===== config.mk =====
export PLATFORM = sky130hd
export DESIGN_NAME = ext_irq_ctrl
export DESIGN_NICKNAME = d
export VERILOG_FILES = /design/src/rtl/ext_irq_pkg.sv /design/src/rtl/ext_irq_sync.sv /design/src/rtl/ext_irq_line.sv /design/src/rtl/ext_irq_group.sv /design/src/rtl/ext_irq_ctrl.sv
export SDC_FILE = /design/constraint.sdc
export NUM_CORES = 1
export LEC_CHECK = 0
export ABC_AREA = 1
export BUFFER_PORTS_ARGS = -buffer_cell sky130_fd_sc_hd__buf_2
export CAP_MARGIN = 10
export CORE_ASPECT_RATIO = 1.1
export CORE_MARGIN = 8
export CORE_UTILIZATION = 35
export CTS_BUF_LIST = sky130_fd_sc_hd__clkbuf_8
export DETAILED_ROUTE_END_ITERATION = 8
export SKIP_CTS_REPAIR_TIMING = 1
export SYNTH_ARGS = -nofsm -noshare
export SYNTH_HDL_FRONTEND = slang
export SYNTH_HIERARCHICAL = 1
export SYNTH_SLANG_ARGS = --single-unit

===== constraint.sdc =====
create_clock -name clk_i -period 1.42 [get_ports clk_i]
set_clock_uncertainty 0.2 [all_clocks]
set_input_delay 0.142 -clock clk_i [delete_from_list [all_inputs] [get_ports clk_i]]
set_output_delay 0.142 -clock clk_i [all_outputs]
set_load 0.05 [all_outputs]

===== src/rtl/ext_irq_pkg.sv =====
package ext_irq_pkg;
  typedef enum logic [1:0] {
    A_CFG_LO = 2'd0,
    A_CFG_HI = 2'd1,
    A_MASK   = 2'd2,
    A_PEND   = 2'd3
  } reg_addr_e;

  typedef enum logic [2:0] {
    TRIG_LOW, TRIG_HIGH, TRIG_FALL, TRIG_RISE, TRIG_BOTH
  } trig_e;

  function automatic trig_e decode_trig(logic [2:0] f);
    casez (f)
      3'b000:  return TRIG_LOW;
      3'b001:  return TRIG_HIGH;
      3'b01?:  return TRIG_FALL;
      3'b10?:  return TRIG_RISE;
      default: return TRIG_BOTH;
    endcase
  endfunction

  // group 0 is 4 lines wide, the rest 8
  function automatic int grp_first(int g);
    return (g == 0) ? 0 : 4 + (g - 1) * 8;
  endfunction

  function automatic int grp_last(int g, int num_groups, int num_lines);
    return (g == num_groups - 1) ? num_lines - 1 : grp_first(g + 1) - 1;
  endfunction
endpackage


===== src/rtl/ext_irq_sync.sv =====
module ext_irq_sync #(
  parameter int W      = 28,
  parameter int STAGES = 2
) (
  input  logic         clk_i,
  input  logic         rst_ni,
  input  logic [W-1:0] d_i,
  output logic [W-1:0] q_o
);
  logic [W-1:0] stg_q [STAGES];

  always_ff @(posedge clk_i or negedge rst_ni) begin
    if (!rst_ni) begin
      for (int i = 0; i < STAGES; i++) stg_q[i] <= '0;
    end else begin
      stg_q[0] <= d_i;
      for (int i = 1; i < STAGES; i++) stg_q[i] <= stg_q[i-1];
    end
  end

  assign q_o = stg_q[STAGES-1];
endmodule


===== src/rtl/ext_irq_line.sv =====
module ext_irq_line
  import ext_irq_pkg::*;
(
  input  logic  clk_i,
  input  logic  rst_ni,
  input  logic  sync_i,
  input  trig_e mode_i,
  input  logic  clr_i,
  output logic  pend_o
);
  logic prev_q, pend_q, hit;

  always_comb begin
    unique case (mode_i)
      TRIG_LOW:  hit = ~sync_i;
      TRIG_HIGH: hit = sync_i;
      TRIG_FALL: hit = prev_q & ~sync_i;
      TRIG_RISE: hit = ~prev_q & sync_i;
      default:   hit = prev_q ^ sync_i;
    endcase
  end

  always_ff @(posedge clk_i or negedge rst_ni) begin
    if (!rst_ni) begin
      prev_q <= 1'b0;
      pend_q <= 1'b0;
    end else begin
      prev_q <= sync_i;
      pend_q <= hit | (pend_q & ~clr_i);  // set beats clear
    end
  end

  assign pend_o = pend_q;

  p_set_wins_r8: assert property (@(posedge clk_i) disable iff (!rst_ni)
    (clr_i && hit) |=> pend_q);
  p_clear_r7: assert property (@(posedge clk_i) disable iff (!rst_ni)
    (clr_i && !hit) |=> !pend_q);
  p_hold_r7: assert property (@(posedge clk_i) disable iff (!rst_ni)
    (!clr_i && !hit) |=> $stable(pend_q));
  p_rise_latency_r5: assert property (@(posedge clk_i) disable iff (!rst_ni)
    (mode_i == TRIG_RISE && $rose(sync_i)) |=> pend_q);
  p_level_r6: assert property (@(posedge clk_i) disable iff (!rst_ni)
    (mode_i == TRIG_HIGH && sync_i) |=> pend_q);
endmodule


===== src/rtl/ext_irq_group.sv =====
module ext_irq_group #(
  parameter int W = 8
) (
  input  logic [W-1:0] act_i,
  output logic         irq_o
);
  assign irq_o = |act_i;
endmodule


===== src/rtl/ext_irq_ctrl.sv =====
module ext_irq_ctrl
  import ext_irq_pkg::*;
#(
  parameter int NUM_LINES   = 28,
  parameter int DATA_W      = 32,
  parameter int SYNC_STAGES = 2,
  parameter int FIELD_W     = 4,
  parameter int LO_LINES    = 16,
  parameter int NUM_GROUPS  = 4
) (
  input  logic                 clk_i,
  input  logic                 rst_ni,
  input  logic [NUM_LINES-1:0] line_i,
  input  logic                 sel_i,
  input  logic                 we_i,
  input  logic [1:0]           addr_i,
  input  logic [DATA_W-1:0]    wdata_i,
  output logic [DATA_W-1:0]    rdata_o,
  output logic [NUM_GROUPS-1:0] irq_o
);
  localparam int HI_LINES = NUM_LINES - LO_LINES;
  localparam int HI_BITS  = ((HI_LINES + 1) / 2) * FIELD_W;

  logic [DATA_W-1:0]    cfg_lo_q;
  logic [HI_BITS-1:0]   cfg_hi_q;
  logic [NUM_LINES-1:0] mask_q, pend, clr, sync, act;
  logic                 wr;

  assign wr  = sel_i & we_i;
  assign clr = (wr && addr_i == A_PEND) ? wdata_i[NUM_LINES-1:0] : '0;

  always_ff @(posedge clk_i or negedge rst_ni) begin
    if (!rst_ni) begin
      cfg_lo_q <= '0;
      cfg_hi_q <= '0;
      mask_q   <= '1;
    end else if (wr) begin
      unique case (addr_i)
        A_CFG_LO: cfg_lo_q <= wdata_i;
        A_CFG_HI: cfg_hi_q <= wdata_i[HI_BITS-1:0];
        A_MASK:   mask_q   <= wdata_i[NUM_LINES-1:0];
        default:  ;
      endcase
    end
  end

  always_comb begin
    unique case (addr_i)
      A_CFG_LO: rdata_o = cfg_lo_q;
      A_CFG_HI: rdata_o = DATA_W'(cfg_hi_q);
      A_MASK:   rdata_o = DATA_W'(mask_q);
      default:  rdata_o = DATA_W'(pend);
    endcase
  end

  ext_irq_sync #(.W(NUM_LINES), .STAGES(SYNC_STAGES)) u_sync (
    .clk_i, .rst_ni, .d_i(line_i), .q_o(sync)
  );

  for (genvar n = 0; n < NUM_LINES; n++) begin : g_line
    logic [2:0] fld;
    if (n < LO_LINES) begin : g_lo
      assign fld = cfg_lo_q[(n / 2) * FIELD_W +: 3];
    end else begin : g_hi
      assign fld = cfg_hi_q[((n - LO_LINES) / 2) * FIELD_W +: 3];
    end
    ext_irq_line u_line (
      .clk_i, .rst_ni,
      .sync_i(sync[n]), .mode_i(decode_trig(fld)),
      .clr_i(clr[n]), .pend_o(pend[n])
    );
  end

  assign act = pend & ~mask_q;

  for (genvar g = 0; g < NUM_GROUPS; g++) begin : g_grp
    localparam int LO = grp_first(g);
    localparam int HI = grp_last(g, NUM_GROUPS, NUM_LINES);
    ext_irq_group #(.W(HI - LO + 1)) u_grp (.act_i(act[HI:LO]), .irq_o(irq_o[g]));
  end

  p_all_masked_quiet_r9: assert property (@(posedge clk_i) disable iff (!rst_ni)
    (&mask_q) |-> (irq_o == '0));
  p_mask_hold_r11: assert property (@(posedge clk_i) disable iff (!rst_ni)
    !(wr && addr_i == A_MASK) |=> $stable(mask_q));
  p_cfg_hold_r2: assert property (@(posedge clk_i) disable iff (!rst_ni)
    !(wr && addr_i == A_CFG_LO) |=> $stable(cfg_lo_q));
  p_hi_top_zero_r2: assert property (@(posedge clk_i) disable iff (!rst_ni)
    (addr_i == A_CFG_HI) |-> (rdata_o[DATA_W-1:HI_BITS] == '0));
endmodule


* Yosys cells after proc, flatten, opt, wreduce, memory -nomap -nowiden
Index checks and enable logic that the tools add are counted.
Widths: inputs -> output; s select.
** Cells by class
- Reductions and logical operators :: 37
- $lt $le $gt $ge :: 0
- Bitwise operators :: 227
- Equality and inequality tests :: 87
- Muxes and demuxes :: 44
- Shifts and indexed selects :: 0
- Add/subtract/negate cells :: 0
- Multipliers :: 0
- Divide/modulo/power cells :: 0
** Operators by type and width (count)
- $pmux 3 s4 :: 14
- $pmux 1 s4 :: 28
- $pmux 32 s3 :: 1
- $and 1x1->1 :: 85
- $eq 3x1->1 const B :: 28
- $eq 3x2->1 const B :: 28
- $logic_not 3->1 :: 28
- $not 1->1 :: 84
- $eq 2x2->1 const B :: 16
- $eq 2x1->1 const B :: 15
- $and 28x28->28 :: 1
- $mux 28 :: 1
- $not 28->28 :: 1
- $or 1x1->1 :: 28
- $xor 1x1->1 :: 28
- $reduce_or 8->1 :: 3
- $reduce_and 2->1 :: 3
- $reduce_or 4->1 :: 1
- $logic_not 2->1 :: 1
- $logic_and 1x1->1 :: 1
** Storage, ports and cells
- Output and inout port bits :: 36
- Memories :: 0
- Memory bits (read-only) :: 0
- Memory bits (writable) :: 0
- Flip-flop bits (word level) :: 196
- Bits in latches :: 0
- Input bits :: 66

* Depth between registers and ports, before layout
- Word-level depth :: 6
- Depth in mapped cells :: 9
- Mapped depth without buffers :: 9

* Modules after synthesis
The synthesis kept the hierarchy.
** By module, submodules not included
- ext_irq_ctrl :: cells each 682, area an instance 4808.4 µm², times used 1, seq. area each 2137.0 µm²
- ext_irq_line :: cells each 21, area an instance 146.4 µm², times used 28, seq. area each 50.0 µm²
- ext_irq_sync :: cells each 84, area an instance 1611.5 µm², times used 1, seq. area each 1401.3 µm²
- ext_irq_group at g_grp[1].u_grp ... :: cells each 15, area an instance 56.3 µm², times used 3, seq. area each 0.0 µm²
- ext_irq_group at g_grp[0].u_grp :: cells each 3, area an instance 11.3 µm², times used 1, seq. area each 0.0 µm²

* Worst setup path before layout
No wires, ideal clock.
- Kind :: in2out
- Start point :: input port addr_i[1]
- End point :: output port rdata_o[24]
- Cell stages on the path :: 4
- Setup slack :: -0.289 ns
- Arrival :: 1.367 ns
- Data required time :: 1.078 ns
- Path through :: buf_6 -> buf_2 -> nand2_1 -> o211ai_1
** On the way
- Longest elaborated chain between the ends :: 2
** Ends and longest elaborated chain
- start, declared :: line ext_irq_ctrl.sv:16 : input logic [1:0] addr_i,
- $eq 2x2->1, or another cell as far along :: line ext_irq_ctrl.sv:48 : unique case (addr_i)
- $pmux 32 s3 (*) :: line ext_irq_ctrl.sv:48
- end, declared :: line ext_irq_ctrl.sv:18 : output logic [DATA_W-1:0] rdata_o,
Mark *: on every way between the ends. The rest lies on a longest branch, timed or not.

* Final worst setup path
- Start point :: register mask_q[14]
- End point :: output port irq_o[2]
** On the way
- Longest elaborated chain between the ends :: 3
** Ends and longest elaborated chain
- start, declared :: line ext_irq_ctrl.sv:26 : logic [NUM_LINES-1:0] mask_q, pend, clr, sync, act;
- start signal, assigned :: line ext_irq_ctrl.sv:41 : A_MASK: mask_q <= wdata_i[NUM_LINES-1:0];
- $not 28->28 :: line ext_irq_ctrl.sv:74 : assign act = pend & ~mask_q;
- $and 28x28->28 :: line ext_irq_ctrl.sv:74
- via act[14] :: line ext_irq_ctrl.sv:26
- $reduce_or 8->1 :: line ext_irq_group.sv:7 : assign irq_o = |act_i;
- end, declared :: line ext_irq_ctrl.sv:19 : output logic [NUM_GROUPS-1:0] irq_o
The timed path passes the listed nets, and every way through them passes these cells.

==> results by group <==
Yosys
  – Number of synthesized register bits: 196
  – Most repeated cell in the gate-level netlist after synthesis: sky130_fd_sc_hd__nand2_1
  – Cell types occupying the most area after synthesis: sky130_fd_sc_hd__dfrtp_1 (39%), sky130_fd_sc_hd__nand2_1 (14%), sky130_fd_sc_hd__inv_1 (11%), sky130_fd_sc_hd__ha_1 (7.0%), sky130_fd_sc_hd__dfstp_2 (6.9%)
  – Commonest cells in the netlist: sky130_fd_sc_hd__nand2_1 (392), sky130_fd_sc_hd__inv_1 (319), sky130_fd_sc_hd__dfrtp_1 (168), sky130_fd_sc_hd__nand3_1 (132), sky130_fd_sc_hd__nor2_1 (110)
  – Post-Synthesis Net Count: 1,528
  – Synth Instances: 1,402
  – Fraction of post-synthesis cell area in the top cell type by area: 39.3%
  – Warnings from Yosys: 6
  – Post-Syn Area per Cell: 7.63 sq um
  – Unique masters post-synth: 28
  – Fraction of the yosys area taken by sequential cells: 46.2%
  – Synthesized cell area: 10,700 sq um
  – Share of synthesized flip-flops with an asynchronous set or reset: 100%
  – Cell type with the largest total area after synthesis: sky130_fd_sc_hd__dfrtp_1
  – Predominant post-synthesis flop cell: sky130_fd_sc_hd__dfrtp_1
  – Count of flip-flops with a built-in enable after synthesis: 0

Floorplan
  – Ports placed on the boundary: 102
  – Die width: 183 um
  – Number of placement rows: 67
  – Area enclosed by the die boundary: 36,400 sq um
  – Floorplan Core Area: 30,300 sq um
  – Die height: 199 um
  – Initial standard-cell utilization of the core: 35.4%

Clocking
  – CTS buffer count: 17
  – Clock tree from TritonCTS: yes
  – Clock transition time at the flip-flop clock pins of the worst setup and hold paths: 0.12 ns
  – CTS H-Tree Depth: 4
  – Maximum count of clock buffers along a single path: 2
  – Worst-skew pair later-pin latency: 0.48 ns
  – CTS Sinks: 196
  – Buffer type at the clock tree root: sky130_fd_sc_hd__clkbuf_8

Layout
  – Layout overhead on the synthesized area: 33.3%
  – Fraction of final layout cells with drive strength greater than 1: 27.9%
  – # nets final: 1,760
  – Post-route non-filler standard cell count: 2,062
  – Post-Layout Inst Area: 14,300 sq um

Timing
  – Portion of the clock cycle consumed by the worst path in the final layout: 137%
  – Hold Vio Cnt, Final: 0
  – Achievable Freq: 513 MHz
  – Final number of max-transition violations: 0
  – Slew at the pin with the worst max-slew slack: 0.575 ns
  – Fin worst setup slack: -0.530 ns
  – Unrepaired setup endpoints after global routing: yes
  – Worst hold slack after final layout: 0.0196 ns
  – Max-slew headroom at the worst pin: 61.6%
  – Final Critical Period: 1.95 ns
  – Final setup vio count: 64

Run
  – Count of maximum capacitance violations: 0

Power and ir drop
  – Peak ir drop on the vdd network: 0.000716 V
  – P per Cell Area: 1130 nW/um^2
  – Overall Power: 16.1 mW
  – Pleak: 7.96 nW

Run status
  – Violations in the final reports: negative setup slack
  – Status: finished with violations

Setup path
  – Worst EP required: 1.08 ns
  – Max FO, Critical Path: 3
  – Startpoint Class: flip-flop
  – Delay of the slowest critical-path stage: 0.58 ns
  – Kind of critical path: reg -> out
  – Slowest cell on the critical path: sky130_fd_sc_hd__dfstp_2
  – Signal arrival time at the worst endpoint: 1.61 ns
  – CP Cell Sequence: nor2_1, inv_1, nand2_1, nor2_2, nand2_2, buf_6
  – CP endpoint kind: output port

Placement
  – Placed instance area: 12,300 sq um
  – Port Buffers: 101
  – Placer congestion estimate: 0.813
  – Total half-perimeter wirelength after legalization and detailed placement: 20,500 um
  – Worst setup slack after placement: -0.113 ns
  – Number of placed cells counting well taps: 1,946

GRT
  – Overall routing resource usage: 15.5%
  – GRT Residual Overflow: 0
  – Maximum number of pins on one net before global-route repair: 59
  – Initial antenna violation count: 2
  – Number of global-route vias before repair: 9,003
  – Wire length of the first global-routing pass: 44,800 um

Detailed routing
  – Routed vias: 9,314
  – DRT antenna net count: 0
  – Wirelength, routed: 28,700 um
  – Post-DR wirelength/cell: 13.9 um
  – DRC violations left: 0
  – DR vias/cell: 4.52
  – Number of search-and-repair iterations in the first detailed-routing pass: 7
  – Iteration-0 DRC count of the detailed router: 632

Min path
  – Min-Delay Path Class: in -> reg
==> critical path: cells and delay by family (launching register included) <==
| family | cells | cell delay (ns) |
|---|---|---|
| buffers and inverters | 2 | 0.21 |
| flip-flops | 1 | 0.58 |
| AND/OR/NAND/NOR | 4 | 0.34 |
==> path summary, 6_finish.rpt <==
kind                       slack, ns                       end             start  cells after the start
min in group asynchronous       0.06                 mask_q[1]            rst_ni                      2
max reg2reg                    -0.11  g_line[23].u_line/pend_o      cfg_hi_q[13]                      7
min                             0.02              cfg_hi_q[15]              we_i                      5
min reg2reg                     0.16             u_sync/q_o[0]  u_sync/stg_q[28]                      0
max                            -0.53                  irq_o[2]        mask_q[14]                      6
max in group asynchronous      -0.08               cfg_lo_q[1]            rst_ni                      3
==> state kept, by name, summed over array words and instances (netlist names) <==
register              count
cfg_lo_q                 32
g_line.u_line/pend_o     28
g_line.u_line/prev_q     28
mask_q                   28
u_sync/q_o               28
u_sync/stg_q             28
cfg_hi_q                 24
==> logic make-up (layout without fill, tap and decap cells) <==
logic type                 count (synthesis)  count (layout)  synth area share (%)
AOI/OAI and AO/OA                         61              61                  3.27
adders and majority gates                 60              60                  7.02
buffers and inverters                    385             630                  15.5
DFF                                      196             196                  46.2
other                                      0               1                     0
and+or+nand+nor                          700             700                  28.1
==> final cells by class <==
cell class              instances  area [sq um]
flip-flops and latches        196          4950
diodes                          1          2.50
inverters                     322          1220
fillers                      2887         16000
multi-input cells             821          4630
clock buffers                  19           262
clock inverters                13           114
repair buffers                276          2560
well taps                     414           518
==> layout by cell type, fill, tap and decap left out, types with 12 or more instances in the layout <==
cell,synthesis,routed
sky130_fd_sc_hd__buf_6,8,62
sky130_fd_sc_hd__buf_2,13,64
sky130_fd_sc_hd__nor2_4,3,12
sky130_fd_sc_hd__buf_12,0,20
sky130_fd_sc_hd__clkbuf_8,0,20
sky130_fd_sc_hd__dlygate4sd3_1,0,62
sky130_fd_sc_hd__o22ai_1,28,28
sky130_fd_sc_hd__dfstp_2,28,28
sky130_fd_sc_hd__dfrtp_1,168,160
sky130_fd_sc_hd__inv_2,0,28
sky130_fd_sc_hd__buf_4,33,66
sky130_fd_sc_hd__nand2_1,392,363
sky130_fd_sc_hd__ha_1,60,56
sky130_fd_sc_hd__nor2_2,0,15
sky130_fd_sc_hd__nand2_2,31,57
sky130_fd_sc_hd__nor2_1,110,86
sky130_fd_sc_hd__inv_1,319,291
sky130_fd_sc_hd__nand3_2,0,47
sky130_fd_sc_hd__o21ai_1,17,17
sky130_fd_sc_hd__nand3_1,132,85
sky130_fd_sc_hd__nand4_1,24,24
==> metal layers <==
metal  track usage (%)  wire [um]  vias to the layer above
li1                  -          -                     4656
met3              3.73       1300                       30
met5                 0         13                        -
met2              25.7      14000                      201
met4              4.65        422                        2
met1              19.8      13000                     4425
==> per-stage QoR <==
step / utilization (%) / setup TNS (ns)
4_1_cts: 41.8 / -17.45
3_5_place_dp: 40.6 / -4.65
6_report: 47.1 / -13.94
3_3_place_gp: 40.6 / -2.93
2_1_floorplan: - / -0.854
5_1_grt: 47.1 / -19.45
==> power breakdown <==
group / switching [mW] / internal (mW)
Combinational: 3.17 / 2.39
Clock: 2.21 / 1.37
Sequential: 0.577 / 6.33
Power figures use the tool's default switching activity.
